<file path="src/rtl/pllseq_pkg.sv">
package pllseq_pkg;

  localparam int MULT_W   = 11;
  localparam int DIV_W    = 7;
  localparam int MULT_LSB = 8;
  localparam int DIV_LSB  = 0;
  localparam int BSEL_BIT = 23;
  localparam int REF_W    = 25;
  localparam int FREQ_W   = 32;
  localparam int WORD_W   = 32;

  localparam logic [WORD_W-1:0] MODE_BYPASS = 32'h0000_0004;
  localparam logic [WORD_W-1:0] MODE_LOCK   = 32'h0000_0007;

  typedef enum logic [1:0] {
    ST_BYP     = 2'd0,
    ST_ENTER   = 2'd1,
    ST_LOCKING = 2'd2,
    ST_LOCKED  = 2'd3
  } seq_state_t;

  typedef struct packed {
    logic              bsel;
    logic [MULT_W-1:0] mult;
    logic [DIV_W-1:0]  divm1;
  } sel_fields_t;

  function automatic logic [REF_W-1:0] ref_hz_f(input logic [1:0] s);
    case (s)
      2'd0:    ref_hz_f = REF_W'(19_200_000);
      2'd1:    ref_hz_f = REF_W'(24_000_000);
      2'd2:    ref_hz_f = REF_W'(25_000_000);
      default: ref_hz_f = REF_W'(26_000_000);
    endcase
  endfunction

endpackage

</file>
<file path="src/rtl/pllseq_ctrl.sv">
module pllseq_ctrl
  import pllseq_pkg::*;
#(
  parameter int LOCK_CYCLES = 64,
  parameter int BYP_SETTLE  = 2
) (
  input  logic              clk,
  input  logic              rst,
  input  logic              mode_we,
  input  logic [WORD_W-1:0] mode_d,
  input  logic              sel_we,
  output logic              byp_q,
  output logic              lck_q
);

  localparam int MAXC  = (LOCK_CYCLES > BYP_SETTLE) ? LOCK_CYCLES : BYP_SETTLE;
  localparam int CNT_W = $clog2(MAXC + 1);

  seq_state_t       st;
  logic [CNT_W-1:0] cnt;
  logic             req_byp, req_lock, take_byp, take_lock;

  always_comb begin
    req_byp   = mode_we && (mode_d == MODE_BYPASS);
    req_lock  = mode_we && (mode_d == MODE_LOCK);
    take_byp  = req_byp && (st == ST_LOCKING || st == ST_LOCKED);
    take_lock = req_lock && (st == ST_BYP || st == ST_ENTER);
  end

  always_ff @(posedge clk) begin
    if (rst) begin
      st    <= ST_BYP;
      cnt   <= '0;
      byp_q <= 1'b1;
      lck_q <= 1'b0;
    end else if (take_byp) begin
      st  <= ST_ENTER;
      cnt <= CNT_W'(BYP_SETTLE - 1);
    end else if (take_lock) begin
      st    <= ST_LOCKING;
      cnt   <= CNT_W'(LOCK_CYCLES - 1);
      byp_q <= 1'b0;
      lck_q <= 1'b0;
    end else begin
      case (st)
        ST_ENTER: begin
          if (cnt == CNT_W'(1)) begin
            st    <= ST_BYP;
            cnt   <= '0;
            byp_q <= 1'b1;
            lck_q <= 1'b0;
          end else begin
            cnt <= cnt - CNT_W'(1);
          end
        end
        ST_LOCKING: begin
          if (sel_we) begin
            cnt <= CNT_W'(LOCK_CYCLES - 1);
          end else if (cnt == CNT_W'(1)) begin
            st    <= ST_LOCKED;
            cnt   <= '0;
            lck_q <= 1'b1;
          end else begin
            cnt <= cnt - CNT_W'(1);
          end
        end
        default: ;
      endcase
    end
  end

  // the two status flags are exclusive
  p_excl_r12: assert property (@(posedge clk) disable iff (rst)
    !(byp_q && lck_q));

  // the final settle step of bypass entry raises bypass and drops lock
  p_enter_done_r2: assert property (@(posedge clk) disable iff (rst)
    (st == ST_ENTER && cnt == CNT_W'(1) && !req_lock) |=> (byp_q && !lck_q));

  // an accepted lock request clears both flags
  p_lock_start_r3: assert property (@(posedge clk) disable iff (rst)
    take_lock |=> (!byp_q && !lck_q));

  // a select write during settle keeps lock low for at least one more edge
  p_restart_r4: assert property (@(posedge clk) disable iff (rst)
    (st == ST_LOCKING && sel_we && !mode_we) |=> !lck_q);

  // an unknown mode value while locked changes nothing
  p_ignore_r5: assert property (@(posedge clk) disable iff (rst)
    (mode_we && !req_byp && !req_lock && st == ST_LOCKED) |=>
      ($stable(byp_q) && $stable(lck_q)));

  // a counting state never holds an empty counter
  p_cnt_live_r3: assert property (@(posedge clk) disable iff (rst)
    (st == ST_LOCKING || st == ST_ENTER) |-> (cnt != '0));

endmodule

</file>
<file path="src/rtl/pllseq_selreg.sv">
module pllseq_selreg
  import pllseq_pkg::*;
(
  input  logic        clk,
  input  logic        rst,
  input  logic        we,
  input  sel_fields_t d,
  output sel_fields_t q
);

  always_ff @(posedge clk) begin
    if (rst) q <= '0;
    else if (we) q <= d;
  end

endmodule

</file>
<file path="src/rtl/pllseq_freq.sv">
module pllseq_freq
  import pllseq_pkg::*;
(
  input  logic              clk,
  input  logic              rst,
  input  sel_fields_t       f,
  input  logic [1:0]        ref_sel,
  output logic [FREQ_W-1:0] freq_q,
  output logic              ok_q
);

  localparam int DFULL_W = DIV_W + 1;
  localparam int PROD_W  = MULT_W + REF_W;

  logic [REF_W-1:0]   ref_w, quot;
  logic [DFULL_W-1:0] div_w;
  logic [PROD_W-1:0]  prod;
  logic               fits;

  always_comb begin
    ref_w = ref_hz_f(ref_sel);
    div_w = {1'b0, f.divm1} + DFULL_W'(1);
    quot  = ref_w / REF_W'(div_w);
    prod  = PROD_W'(f.mult) * PROD_W'(quot);
    fits  = (prod[PROD_W-1:FREQ_W] == '0);
  end

  always_ff @(posedge clk) begin
    if (rst) begin
      freq_q <= '0;
      ok_q   <= 1'b1;
    end else if (!f.bsel && fits) begin
      freq_q <= prod[FREQ_W-1:0];
      ok_q   <= 1'b1;
    end else begin
      freq_q <= '0;
      ok_q   <= 1'b0;
    end
  end

  // bypass-clock select invalidates the result on the next edge
  p_bsel_r10: assert property (@(posedge clk) disable iff (rst)
    f.bsel |=> !ok_q);

endmodule

</file>
<file path="src/rtl/pll_mode_seq.sv">
module pll_mode_seq
  import pllseq_pkg::*;
#(
  parameter int LOCK_CYCLES = 64,
  parameter int BYP_SETTLE  = 2
) (
  input  logic        clk,
  input  logic        rst,
  input  logic        wr_en,
  input  logic        wr_sel,
  input  logic [31:0] wr_data,
  input  logic [1:0]  ref_sel,
  output logic [8:0]  pll_status,
  output logic [31:0] freq_hz,
  output logic        freq_ok
);

  logic        mode_we, sel_we, byp, lck;
  sel_fields_t sel_d, sel_q;

  always_comb begin
    mode_we    = wr_en && !wr_sel;
    sel_we     = wr_en && wr_sel;
    sel_d.bsel  = wr_data[BSEL_BIT];
    sel_d.mult  = wr_data[MULT_LSB +: MULT_W];
    sel_d.divm1 = wr_data[DIV_LSB +: DIV_W];
    pll_status = {byp, 7'b0, lck};
  end

  pllseq_ctrl #(.LOCK_CYCLES(LOCK_CYCLES), .BYP_SETTLE(BYP_SETTLE)) u_ctrl (
    .clk(clk), .rst(rst), .mode_we(mode_we), .mode_d(wr_data),
    .sel_we(sel_we), .byp_q(byp), .lck_q(lck)
  );

  pllseq_selreg u_sel (
    .clk(clk), .rst(rst), .we(sel_we), .d(sel_d), .q(sel_q)
  );

  pllseq_freq u_freq (
    .clk(clk), .rst(rst), .f(sel_q), .ref_sel(ref_sel),
    .freq_q(freq_hz), .ok_q(freq_ok)
  );

endmodule

</file>
<file path="config.mk">
export PLATFORM = sky130hd
export DESIGN_NAME = pll_mode_seq
export DESIGN_NICKNAME = d
export VERILOG_FILES = /design/src/rtl/pllseq_pkg.sv /design/src/rtl/pllseq_ctrl.sv /design/src/rtl/pllseq_selreg.sv /design/src/rtl/pllseq_freq.sv /design/src/rtl/pll_mode_seq.sv
export SDC_FILE = /design/constraint.sdc
export NUM_CORES = 1
export LEC_CHECK = 0
export ABC_CLOCK_PERIOD_IN_PS = 83600
export BUFFER_PORTS_ARGS = -buffer_cell sky130_fd_sc_hd__clkbuf_2
export CORE_MARGIN = 2
export CORE_UTILIZATION = 55
export DETAILED_ROUTE_END_ITERATION = 7
export PLACE_DENSITY = 0.68
export SLEW_MARGIN = 20
export SYNTH_ARGS = -nofsm -noshare
export SYNTH_HDL_FRONTEND = slang
export SYNTH_SLANG_ARGS = --single-unit
</file>
<file path="constraint.sdc">
create_clock -name clk -period 83.6 [get_ports clk]
set_input_delay 16.72 -clock clk [delete_from_list [all_inputs] [get_ports clk]]
set_output_delay 16.72 -clock clk [all_outputs]
set_load 0.005 [all_outputs]
</file>
Word level (Yosys, flattened, before mapping)
Cells that the tools add are included.
{ "word_totals": {"reg_bits": 63, "output_inout_bits": 42, "elab_cells": 78} }
{ "op_classes": {"mux": 20, "n_reduce_logical": 26, "n_bitwise": 2, "addsub": 2, "n_eq_ne": 14, "div": 1, "n_mul": 1} }
{ "op_table": {"columns": ["operator", "count"], "rows": [
  ["$pmux 24 s3", 1],
  ["$eq 32x3->1 const B", 2],
  ["$mul 11x25->36", 1],
  ["$div 25x8->25", 1],
  ["$mux 7", 2],
  ["$pmux 7 s2", 1],
  ["$ne 4x2->1 const B", 3],
  ["$mux 1", 9],
  ["$ne 3x2->1 const B", 3],
  ["$add 7x1->8 const B", 1],
  ["$mux 2", 4],
  ["$reduce_and 4->1", 2],
  ["$eq 7x1->1 const B", 1],
  ["$logic_and 1x1->1", 7],
  ["$sub 7x1->7 const B", 1],
  ["$eq 2x2->1 const B", 3],
  ["$mux 6", 1],
  ["$reduce_bool 2->1", 3],
  ["$reduce_and 5->1", 1],
  ["$eq 2x1->1 const B", 2],
  ["$logic_not 2->1", 2],
  ["$logic_not 4->1", 1],
  ["$pmux 2 s2", 1],
  ["$reduce_bool 4->1", 1],
  ["other kinds (8)", 12]
]} }

Logic depth before layout (Yosys ltp)
{ "logic_depth": {"word_depth": 8, "mapped_depth": 355, "mapped_depth_nobuf": 328} }

Hierarchy
Synthesis repeated with hierarchy kept, for this count alone.
{ "hier_totals": {"hier_cells": 3160, "area_unflattened_um2": 24317.1} }
{ "by_module_without_submodules": {"columns": ["mod", "seq_area_each_um2", "instances", "area_per_inst_um2", "cells_each"], "rows": [
  ["pllseq_freq", 660.6, 1, 22489.1, 2979],
  ["pllseq_ctrl", 220.2, 1, 1057.3, 108],
  ["pllseq_selreg", 380.4, 1, 683.2, 61],
  ["pll_mode_seq", 0.0, 1, 87.6, 12]
]} }

Least setup slack after synthesis
Ideal clock, no wire load.
{ "synth_timing": {"path_type": "input to register", "start": "input ref_sel[0]", "end": "register u_freq.freq_q[11]", "arrival_time_ns": 77.637, "t_required_ns": 83.522, "slack_ns": 5.885, "path_buffers": 31, "path_stages": 336, "setup_ns": 0.078, "path_cell_list": "ha_1 ha_1 nor2_1 nor3_1 nor2_1 nor3_2 a21oi_1 ha_1 o21ai_0 o21a_1 or3_1 clkbuf_1 nor2_1 clkbuf_1 a21oi_1 ha_1 inv_2 o21ai_1 (+300 left out) o21bai_1 a21oi_1 o21bai_1 a21oi_1 o21bai_1 a21oi_1 o21bai_1 a21o_1 a21o_1 a21o_1 a21o_1 a21o_1 a21oi_1 xnor2_1 a2111oi_0 nand3_1 clkbuf_1 nor3_1"} }
{ "synth_via": {"elab_chain_cells": 8, "elab_cells_between_ends": 10, "classes_between": "mul (1); div (1); eq/ne (2); mux (1); bitwise (1); reduce/logical (4)"} }
{ "synth_lines": {"columns": ["item", "line", "source"], "rows": [
  ["from (decl)", "pll_mode_seq.sv:12", "input logic [1:0] ref_sel,"],
  ["$eq 2x2->1 (tied with other cells)", "pllseq_pkg.sv:29", "case (s)"],
  ["$pmux 24 s3 *", "pllseq_pkg.sv:29", null],
  ["$div 25x8->25 *", "pllseq_freq.sv:23", "quot = ref_w / REF_W'(div_w);"],
  ["$mul 11x25->36 *", "pllseq_freq.sv:24", "prod = PROD_W'(f.mult) * PROD_W'(quot);"],
  ["$logic_not 4->1", "pllseq_freq.sv:25", "fits = (prod[PROD_W-1:FREQ_W] == '0);"],
  ["$logic_and 1x1->1", "pllseq_freq.sv:32", "end else if (!f.bsel && fits) begin"],
  ["$not 1->1 (no source line)", null, null],
  ["$reduce_or 2->1 (no source line)", null, null],
  ["to (signal assigned)", "pllseq_freq.sv:33", "freq_q <= prod[FREQ_W-1:0];"],
  ["to (decl)", "pllseq_freq.sv:8", "output logic [FREQ_W-1:0] freq_q,"]
]} }
Mark *: on every way between the ends. The rest lies on a longest branch, timed or not.
A chain may end at the register's enable or synchronous reset.

Worst setup path in the final report
{ "layout_timing": {"start": "input ref_sel[0]", "end": "register u_freq.freq_q[0]"} }
The elaborated chain is that of the path after synthesis.

==> results.rst <==
.. list-table::
   :header-rows: 1

   * - Metric
     - Value
   * - CTS hold repair buffers
     - 0
   * - Floorplan die height
     - 212 µm
   * - Commonest register cell after synthesis
     - dfxtp_1
   * - Boundary pin count
     - 80
   * - Hold crit path type
     - reg2reg
   * - Instance count after placement with tap cells included
     - 3754
   * - Final hold violation count
     - 0
   * - Number of design rule violations left after detail routing
     - 0
   * - Initial Util
     - 55.6%
   * - WS Path Type
     - in2reg
   * - Overall routed net length
     - 75700 µm
   * - Synthesized netlist cell count
     - 3161
   * - Status
     - complete, no violations
   * - Detailed-router iteration count before antenna repair
     - 6
   * - DR WL/cell
     - 20.0 µm
   * - Antenna violations before repair
     - 2
   * - Endpoint kind of the worst setup timing path
     - flip-flop
   * - Worst endpoint required time
     - 83.84 ns
   * - Worst setup path startpoint
     - ref_sel[0]
   * - Commonest non-fill, non-tap cell in the layout
     - nand2_1
   * - Most prevalent standard cell on the critical path
     - a21oi_1
   * - Number of I/O port buffers
     - 72
   * - Remaining global-route overflow
     - 0
   * - CTS Buffer Depth
     - 2
   * - Max capacitance violation total
     - 0
   * - Library cells used by synthesis
     - 119
   * - Startpoint class of the critical path
     - primary input
   * - Actual transition at the worst max-transition pin
     - 1.23 ns
   * - Cell row count
     - 76
   * - Clock latency reported for the late side of the worst-skew pair
     - 0.35 ns
   * - Pin count of the biggest net entering global routing
     - 34
   * - Post-DP HPWL
     - 59900 µm
   * - Synth warn
     - 0
   * - Final critical path time including I/O delays and setup
     - 79.08 ns
   * - Count of state elements after synthesis
     - 63
   * - Final weighted congestion in routability-driven placement
     - 0.949
   * - Die Span X
     - 212 µm
   * - Via count normalized by instance count
     - 6.25
   * - Post-route clock period utilization
     - 94.6%
   * - Area growth from synthesis to final layout
     - 7.40%
   * - Vias post-DR
     - 23700
   * - Number of clock buffers inserted by TritonCTS
     - 9
   * - Data arrival, critical path
     - 79.32 ns
   * - Filler cell count in the final layout
     - 3928
   * - Via count of the first global-routing pass
     - 22900
   * - Cell area after technology mapping
     - 0.0238 mm²
   * - Layout Nets
     - 3697
   * - Clock root cell
     - clkbuf_16
   * - Pins over their slew limit
     - 0
   * - Total negative setup slack
     - 0 ns
   * - Core region area
     - 0.0429 mm²
   * - Sequential area share after synthesis
     - 5.29%
   * - Highest cell delay on the worst timing path
     - 0.62 ns
   * - Number of levels the H-tree was split into
     - 3
   * - CTS tree
     - done
   * - Total GRT Usage
     - 33.3%
   * - Clock skew
     - 0.0107 ns
   * - Total die area
     - 0.0450 mm²
   * - First-pass GRT wire length
     - 120000 µm
   * - Highest Clock Rate
     - 12.6 MHz
   * - Top library cells by usage in the layout, fill and taps aside
     - nand2_1 (369), inv_1 (269), ha_1 (258)
   * - Clock tree sinks
     - 63
   * - Launch instance of the worst min-delay path
     - u_ctrl.lck_q
   * - Master of the slowest instance on the critical path
     - or4_4
   * - Max Fanout on Critical Path
     - 33
   * - Relative slew slack
     - 16.9%
   * - Clock slew seen by the registers of the worst setup and hold paths
     - 0.06 ns
   * - Number of DRC markers in iteration 0
     - 1774
   * - Non-filler instance count after layout
     - 3785
   * - Mean instance size in the synthesized netlist
     - 7.54 µm²
   * - Number of antenna-violating nets in the routed design
     - 0
   * - RR Startpoint
     - u_sel.q[0]
   * - Fraction of layout instances using a drive strength above 1
     - 11.1%
   * - Fraction of registers with async set or reset after synthesis
     - 0%
   * - Endpoints failing setup
     - 0
   * - Number of synthesized flops with an enable pin
     - 0
-- critical path, delay by kind of cell --
kind / cells / cell delay, ns
muxes: 9 / 2.92
buffers and inverters: 19 / 2.45
adders and majority gates: 31 / 10.40
and+or+nand+nor: 94 / 18.50
AOI/OAI and AO/OA: 151 / 28.16
-- synth_stat cells (all sizes together), types with 60 or more instances --
cell type | count | area, µm²
nand3 | 60 | 310
nor3 | 118 | 638
o21a | 74 | 556
ha | 260 | 3250
dfxtp | 63 | 1260
clkbuf | 91 | 343
a21oi | 245 | 1240
a21o | 64 | 480
xnor2 | 100 | 883
fa | 206 | 4120
inv | 271 | 1020
nand2 | 373 | 1410
and2 | 105 | 657
nor2 | 229 | 872
o21ai | 141 | 706
-- layer usage --
layer	wire length [µm]	vias to the layer above	GRT usage, %
met2	35500	898	56.5
met5	0	-	0
met4	2100	0	10.8
met3	4620	136	2.64
met1	33500	11400	44.8
li1	-	11200	-
-- final timing paths --
path / cells after the start / end / slack [ns]
max: 304 / u_freq.freq_q[0] / 4.52
min: 2 / u_ctrl.lck_q / 0.46
max reg2reg: 309 / u_freq.freq_q[0] / 18.27
min reg2reg: 2 / u_ctrl.lck_q / 0.46
-- metrics by stage --
step           instance area (µm²)  hold WS, ns  setup slack (ns)  util [%]
3_5_place_dp                 24900        0.458            -0.511      58.1
3_3_place_gp                 24900        0.446              1.77      58.1
4_1_cts                      25200        0.468            0.0727      58.8
5_1_grt                      25600        0.505            -0.296      59.7
6_report                     25600        0.464              4.52      59.7
2_1_floorplan                23900        0.433              5.88         -
-- flip-flops by register name, indices dropped and copies added (netlist names) --
name	cells
u_freq.freq_q	32
u_freq.ok_q	1
u_ctrl.lck_q	1
u_ctrl.st	2
u_sel.q	19
u_ctrl.byp_q	1
u_ctrl.cnt	7
-- cell type report --
class	instances	area, µm²	area share, %
Multi-Input combinational cell	2700	21300	83.4
Timing Repair Buffer	148	938	3.67
Clock inverter	4	28.8	0.112
Tap cell	585	732	2.86
Sequential cell	63	1260	4.93
Antenna cell	2	5.00	0.0196
Inverter	271	1020	3.97
Clock buffer	12	267	1.04
-- cell families (layout without fill, tap and decap cells) --
| kind of cell | count (synthesis) | in the layout | synth area share (%) |
|---|---|---|---|
| adder cells (fa/ha/maj) | 467 | 467 | 31.0 |
| AO/OA/AOI/OAI | 849 | 850 | 24.1 |
| AND/OR/NAND/NOR | 1170 | 1171 | 24.8 |
| buffers and inverters | 407 | 435 | 6.70 |
| XOR/XNOR | 145 | 145 | 5.39 |
| flip-flops | 63 | 63 | 5.29 |
| multiplexers | 58 | 58 | 2.61 |
| other | 2 | 11 | 0.0315 |
-- repair_timing --
action / 4_1_cts / 5_1_grt
endpoints found under the setup margin: 33 / 33
gates resized for setup: 2 / 70
buffers inserted: 0 / 11
cloned: 0 / 2
pin swaps: 0 / 8
Power is not shown: default switching activity piles up to over one toggle a cycle in this logic, so the estimate is an artifact.
